File: src/rtl/slx_pkg.sv
package slx_pkg;
  typedef enum logic {
    KIND_INT = 1'b0,
    KIND_FLT = 1'b1
  } lit_kind_e;
endpackage

File: src/rtl/slx_int_path.sv
module slx_int_path #(
  parameter int LIT_W = 6,
  parameter int OUT_W = 32
) (
  input  logic [LIT_W-1:0] lit,
  output logic [OUT_W-1:0] word
);
  localparam int PAD_W = OUT_W - LIT_W;

  function automatic logic [OUT_W-1:0] zext(input logic [LIT_W-1:0] v);
    return {{PAD_W{1'b0}}, v};
  endfunction

  generate
    if (PAD_W > 0) begin : g_pad
      assign word = zext(lit);
    end else begin : g_trunc
      assign word = lit[OUT_W-1:0];
    end
  endgenerate
endmodule

File: src/rtl/slx_flt_path.sv
module slx_flt_path #(
  parameter int EXP_W      = 3,
  parameter int FRAC_W     = 3,
  parameter int OUT_W      = 32,
  parameter int FP_EXP_W   = 8,
  parameter int FP_BIAS    = 127
) (
  input  logic [EXP_W+FRAC_W-1:0] lit,
  output logic [OUT_W-1:0]        word
);
  localparam int LIT_W     = EXP_W + FRAC_W;
  localparam int FP_FRAC_W = OUT_W - 1 - FP_EXP_W;
  localparam int TAIL_W    = FP_FRAC_W - FRAC_W;
  // significand .1fff is 1.fff x 2^-1, so one is taken off the bias
  localparam int EXP_OFS   = FP_BIAS - 1;

  function automatic logic [FP_EXP_W-1:0] bexp(input logic [EXP_W-1:0] e);
    return {{(FP_EXP_W-EXP_W){1'b0}}, e} + FP_EXP_W'(EXP_OFS);
  endfunction

  function automatic logic [FP_FRAC_W-1:0] bfrac(input logic [FRAC_W-1:0] f);
    return {f, {TAIL_W{1'b0}}};
  endfunction

  logic [EXP_W-1:0]  e_fld;
  logic [FRAC_W-1:0] f_fld;

  assign e_fld = lit[LIT_W-1:FRAC_W];
  assign f_fld = lit[FRAC_W-1:0];
  assign word  = {1'b0, bexp(e_fld), bfrac(f_fld)};
endmodule

File: src/rtl/slx_literal_expander.sv
module slx_literal_expander #(
  parameter int EXP_W    = 3,
  parameter int FRAC_W   = 3,
  parameter int OUT_W    = 32,
  parameter int FP_EXP_W = 8,
  parameter int FP_BIAS  = 127
) (
  input  logic                      clk,
  input  logic                      rst_n,
  input  logic [EXP_W+FRAC_W-1:0]   lit_i,
  input  logic                      kind_i,
  input  logic                      in_vld_i,
  output logic [OUT_W-1:0]          out_data_o,
  output logic                      out_vld_o
);
  import slx_pkg::*;

  localparam int LIT_W     = EXP_W + FRAC_W;
  localparam int FP_FRAC_W = OUT_W - 1 - FP_EXP_W;

  lit_kind_e        kind;
  logic [OUT_W-1:0] int_word;
  logic [OUT_W-1:0] flt_word;
  logic [OUT_W-1:0] sel_word;
  logic             load_evt;

  assign kind     = lit_kind_e'(kind_i);
  assign load_evt = in_vld_i;

  slx_int_path #(.LIT_W(LIT_W), .OUT_W(OUT_W)) u_int (
    .lit  (lit_i),
    .word (int_word)
  );

  slx_flt_path #(
    .EXP_W(EXP_W), .FRAC_W(FRAC_W), .OUT_W(OUT_W),
    .FP_EXP_W(FP_EXP_W), .FP_BIAS(FP_BIAS)
  ) u_flt (
    .lit  (lit_i),
    .word (flt_word)
  );

  always_comb begin
    case (kind)
      KIND_FLT: sel_word = flt_word;
      default:  sel_word = int_word;
    endcase
  end

  always_ff @(posedge clk) begin
    if (!rst_n) begin
      out_data_o <= '0;
      out_vld_o  <= 1'b0;
    end else begin
      out_vld_o <= load_evt;
      if (load_evt) out_data_o <= sel_word;
    end
  end

  // reset state
  a_r1_reset_state: assert property (@(posedge clk)
    !rst_n |=> (!out_vld_o && out_data_o == '0));

  // valid is the input strobe delayed one cycle
  a_r2_vld_follows: assert property (@(posedge clk) disable iff (!rst_n)
    in_vld_i |=> out_vld_o);
  a_r2_vld_idle: assert property (@(posedge clk) disable iff (!rst_n)
    !in_vld_i |=> !out_vld_o);

  // integer operand is the literal with zero upper bits
  a_r3_int_zext: assert property (@(posedge clk) disable iff (!rst_n)
    (in_vld_i && !kind_i) |=>
      (out_data_o[LIT_W-1:0] == $past(lit_i) && out_data_o[OUT_W-1:LIT_W] == '0));

  // float literal is never negative
  a_r4_sign_clear: assert property (@(posedge clk) disable iff (!rst_n)
    (in_vld_i && kind_i) |=> !out_data_o[OUT_W-1]);

  // low fraction bits below the stored three are zero
  a_r6_frac_tail: assert property (@(posedge clk) disable iff (!rst_n)
    (in_vld_i && kind_i) |=>
      (out_data_o[FP_FRAC_W-1 -: FRAC_W] == $past(lit_i[FRAC_W-1:0]) &&
       out_data_o[FP_FRAC_W-FRAC_W-1:0] == '0));

  // exponent of the smallest literal matches the offset bias
  a_r5_exp_floor: assert property (@(posedge clk) disable iff (!rst_n)
    (in_vld_i && kind_i && lit_i[LIT_W-1:FRAC_W] == '0) |=>
      out_data_o[OUT_W-2 -: FP_EXP_W] == FP_EXP_W'(FP_BIAS - 1));

  // output word holds while no strobe
  a_r8_hold: assert property (@(posedge clk) disable iff (!rst_n)
    !in_vld_i |=> $stable(out_data_o));
endmodule

File: config.mk
export PLATFORM = sky130hd
export DESIGN_NAME = slx_literal_expander
export DESIGN_NICKNAME = d
export VERILOG_FILES = /design/src/rtl/slx_pkg.sv /design/src/rtl/slx_int_path.sv /design/src/rtl/slx_flt_path.sv /design/src/rtl/slx_literal_expander.sv
export SDC_FILE = /design/constraint.sdc
export NUM_CORES = 1
export LEC_CHECK = 0
export ABC_CLOCK_PERIOD_IN_PS = 1100
export BUFFER_PORTS_ARGS = -buffer_cell sky130_fd_sc_hd__buf_2
export CORE_MARGIN = 2
export CORE_UTILIZATION = 44
export DETAILED_ROUTE_END_ITERATION = 6
export PLACE_DENSITY = 0.77
export SLEW_MARGIN = 40
export SYNTH_ARGS = -nofsm -noshare
export SYNTH_HDL_FRONTEND = slang
export SYNTH_SLANG_ARGS = --single-unit
File: constraint.sdc
create_clock -name clk -period 1.1 [get_ports clk]
set_clock_uncertainty 0.1 [all_clocks]
set_input_delay 0.055 -clock clk [delete_from_list [all_inputs] [get_ports clk]]
set_output_delay 0.055 -clock clk [all_outputs]
set_load 0.01 [all_outputs]
Yosys cells after proc, flatten, opt, wreduce, memory -nomap -nowiden. Index checks and enable logic that the tools add are counted.

Add/sub/neg operators: 1. Muxes and demuxes: 1.

Operator list (count): $mux 31 (1); $add 3x7->8 const B (1).

Bits in registers: 33. Bits of input ports: 10. Output and inout bits: 33. Logic and storage cells: 4.

Depth between registers and ports, before layout.
Depth in word-level cells: 2. Gate-level depth with buffers: 4. Gate-level depth less buffers: 4.

By module. A second synthesis with hierarchy kept.

Cell total of the unflattened synthesis: 212. Area total of the unflattened synthesis: 1921.8 um^2.

Modules (own cells, without submodules): slx_literal_expander (instances 1, cells each 144, area an instance 1423.9 um^2, sequential area each 660.6 um^2); slx_flt_path (instances 1, cells each 35, area an instance 254.0 um^2, sequential area each 0.0 um^2); slx_int_path (instances 1, cells each 33, area an instance 244.0 um^2, sequential area each 0.0 um^2).

Worst setup path before layout. Ideal clock, no wire load.

Kind: input to register. Start point: in lit_i[4]. End point: reg out_data_o[25]. Setup time: 0.069 ns. Arrival time: 0.559 ns. Required time: 0.931 ns. Path slack: 0.371 ns. Cell stages on the path: 4. Buffers on the path: 0. Cell sequence: inv_1 ha_1 nand2b_1 o21ai_1.

Word-level cells in the longest chain between the ends: 2.

RTL lines: start: declaration (line slx_literal_expander.sv:10) `input logic [EXP_W+FRAC_W-1:0] lit_i,`; $add 3x7->8 (line slx_flt_path.sv:18) `return {{(FP_EXP_W-EXP_W){1'b0}}, e} + FP_EXP_W'(EXP_OFS);`; $mux 31 (line slx_literal_expander.sv:44) `case (kind)`; end signal: assignment (line slx_literal_expander.sv:56) `if (load_evt) out_data_o <= sel_word;`; end: declaration (line slx_literal_expander.sv:13) `output logic [OUT_W-1:0] out_data_o,`.

No other way between the ends. A chain may end at the register's enable or synchronous reset.

Worst setup path in the final report.
Start point: in kind_i. End point: reg out_data_o[30].

Word-level cells in the longest chain between the ends: 1.

RTL lines: start: declaration (line slx_literal_expander.sv:11) `input logic kind_i,`; $mux 31 (line slx_literal_expander.sv:44).

No other way between the ends.

==> key figures <==
Run status
  • Run status: finished, final reports clean

Global routing
  • Global-route usage over all layers: 13.4%
  • First-pass GRT wire length: 1.93 mm
  • Gr ovfl total: 0
  • Number of global-route vias before repair: 460
  • Initial antenna violation count: 0
  • Pin count of the biggest net entering global routing: 26

Place
  • Inst Count DP: 117
  • Pre-CTS setup slack: 0.212 ns
  • Routability cong.: 0.706
  • Port bufs: 27
  • Hpwl dp: 869 um

Synth
  • Synth warnings: 0
  • Sequential area share after synthesis: 41.5%
  • Syn avg cell area: 8.93 um^2
  • Mapped Area: 723 um^2
  • Simple-gate share of the synthesized area: 24.2%
  • Multiplexer share of the synthesized area: 0%
  • Adder-Cell Fraction of Synth Area: 1.73%
  • Mapped Cells: 81
  • #FFs+latches synth: 15
  • Yosys top cell by area: dfxtp_1
  • Synth unique cells: 13
  • Largest family of logic cells by synthesized area: simple AND/OR/NAND/NOR gates
  • XOR/XNOR Fraction of Synth Area: 0%
  • Post-synthesis compound-gate area fraction: 9.00%
  • Yosys top cell area share: 41.5%
  • Synth top area cells: dfxtp_1 42%, buf_4 20%, nand3b_1 15%

Drt
  • Total Wirelength: 1.33 mm
  • Remaining DRCs: 0
  • WL/cell: 10.4 um
  • Pre-antenna DRT Iters: 4
  • Vias per cell: 4.56
  • Vias: 584
  • Starting DRT DRC Count: 12
  • Number of nets with antenna violations after routing: 0

Layout
  • ANT cells: 0
  • Layout fillers: 146
  • Fin cells: 128
  • Number of nets in the layout: 124
  • Area Growth Syn to Fin: 20.1%
  • Share of cells above drive strength 1: 26.8%
  • Area of the multi-input gates: 309 um^2
  • Flip-flop and latch area: 300 um^2

Clock network
  • H-tree depth: 1
  • Setup bufs post-CTS: 0
  • CTS root buf: clkbuf_4
  • CTS tree: done
  • Clock Latency Late Sink: 0.27 ns
  • Cts repair resizes: 0
  • CTS Buf Count: 3
  • Worst-path clk slew: 0.09 ns
  • Worst-case clock buffer depth: 2
  • CTS Hold Bufs: 7
  • Clock Sinks: 15

Power
  • Peak supply drop: 0.000551 V
  • Final total power: 1.04 mW
  • Pwr dens: 1200 nW/um^2
  • Pleak: 0.433 nW

Timing
  • TNS Setup: 0 ns
  • RSZ-0062 raised after global routing: no
  • Minimum clock period: 0.997 ns
  • Fin. Hold Viols: 0
  • Tcrit/Tclk final: 90.6%
  • Worst setup margin: 0.103 ns
  • Fmax: 1.00 GHz
  • Max-slew violation count: 0
  • # setup viols final: 0
  • Hold slack: 0.0569 ns

Setup path
  • Critical path startpoint category: primary input
  • Setup crit end kind: register
  • Data arrival, critical path: 1.05 ns
  • Worst-path fanout max: 8
  • Worst Setup Path Type: in -> reg
  • Critical path required time: 1.16 ns

Floorplan
  • # rows: 14
  • Die ar.: 1980 um^2
  • Initial Util: 47.5%
  • Die Ht: 44.5 um
  • Core box area: 1520 um^2
  • Die Wd: 44.5 um
  • I/O Pins: 43

Worst hold path
  • Worst hold path type: in -> reg

Job
  • Max-cap viol count: 0
-- metal layers --
metal | GRT usage [%] | vias up | routed length [um]
met5 | 0 | - | 0
li1 | - | 297 | -
met1 | 17.3 | 258 | 588
met3 | 4.08 | 2 | 120
met4 | 7.27 | 0 | 6
met2 | 20.0 | 27 | 609
-- cell usage in the layout (no fill, tap or decap), types with 2 or more instances in the layout --
| master | Yosys | routed |
|---|---|---|
| inv_1 | 2 | 2 |
| o21ai_1 | 13 | 13 |
| nand2_1 | 8 | 8 |
| conb_1 | 1 | 15 |
| dfxtp_1 | 15 | 15 |
| nand2b_1 | 4 | 4 |
| nand3b_1 | 14 | 14 |
| dlygate4sd3_1 | 0 | 7 |
| clkbuf_4 | 0 | 3 |
| buf_2 | 1 | 27 |
-- path summary, 6_finish.rpt --
check,start,to,slack (ns),cells after the start
setup / recovery,kind_i,out_data_o[30]$_SDFFE_PN0P_,0.10,4
hold / removal,in_vld_i,out_vld_o$_SDFF_PN0_,0.06,2
setup reg to reg,out_data_o[29]$_SDFFE_PN0P_,out_data_o[29]$_SDFFE_PN0P_,0.38,2
hold reg to reg,out_data_o[3]$_SDFFE_PN0P_,out_data_o[3]$_SDFFE_PN0P_,0.38,2
-- synthesized netlist by cell type --
library cell	count
ha_1	1
nand2_1	8
o21ai_1	13
buf_4	19
inv_1	2
buf_6	1
nand3b_1	14
dfxtp_1	15
buf_2	1
nand4b_1	1
and2_1	1
conb_1	1
nand2b_1	4
-- through the flow --
step | util, % | area [um^2]
after floorplan | - | 776
after global placement | 50.7 | 772
after detailed placement | 50.7 | 772
after CTS | 57.0 | 868
after global routing | 57.0 | 868
final | 57.0 | 868
-- cell type report --
class / instances / area share [%]
clock buffer: 4 / 3.03
inverter: 2 / 0.865
multi-input combinational: 57 / 35.6
sequential: 15 / 34.6
tap: 16 / 2.31
timing repair buffer: 34 / 23.6
-- critical path, stage by stage --
cell           delay (ns)
dlygate4sd3_1        0.52
buf_2                0.13
nand2_1              0.23
o21ai_1              0.12
-- sequential cells by signal, summed over array words and instances, names as in the netlist --
register / flops
out_vld_o: 1
out_data_o: 14
-- cell families (layout without fill, tap and decap cells) --
family                   after synthesis  after routing
AND/OR/NAND/NOR                       28             28
adder cells (fa/ha/maj)                1              1
flip-flops                            15             15
AO/OA/AOI/OAI                         13             13
buffers and inverters                 23             40
other                                  1             15
-- power by group --
group | internal (mW) | switching (mW)
registers | 0.565 | 0.00997
clock network | 0.140 | 0.165
logic | 0.0687 | 0.0932
(Power assumes the default switching activity.)
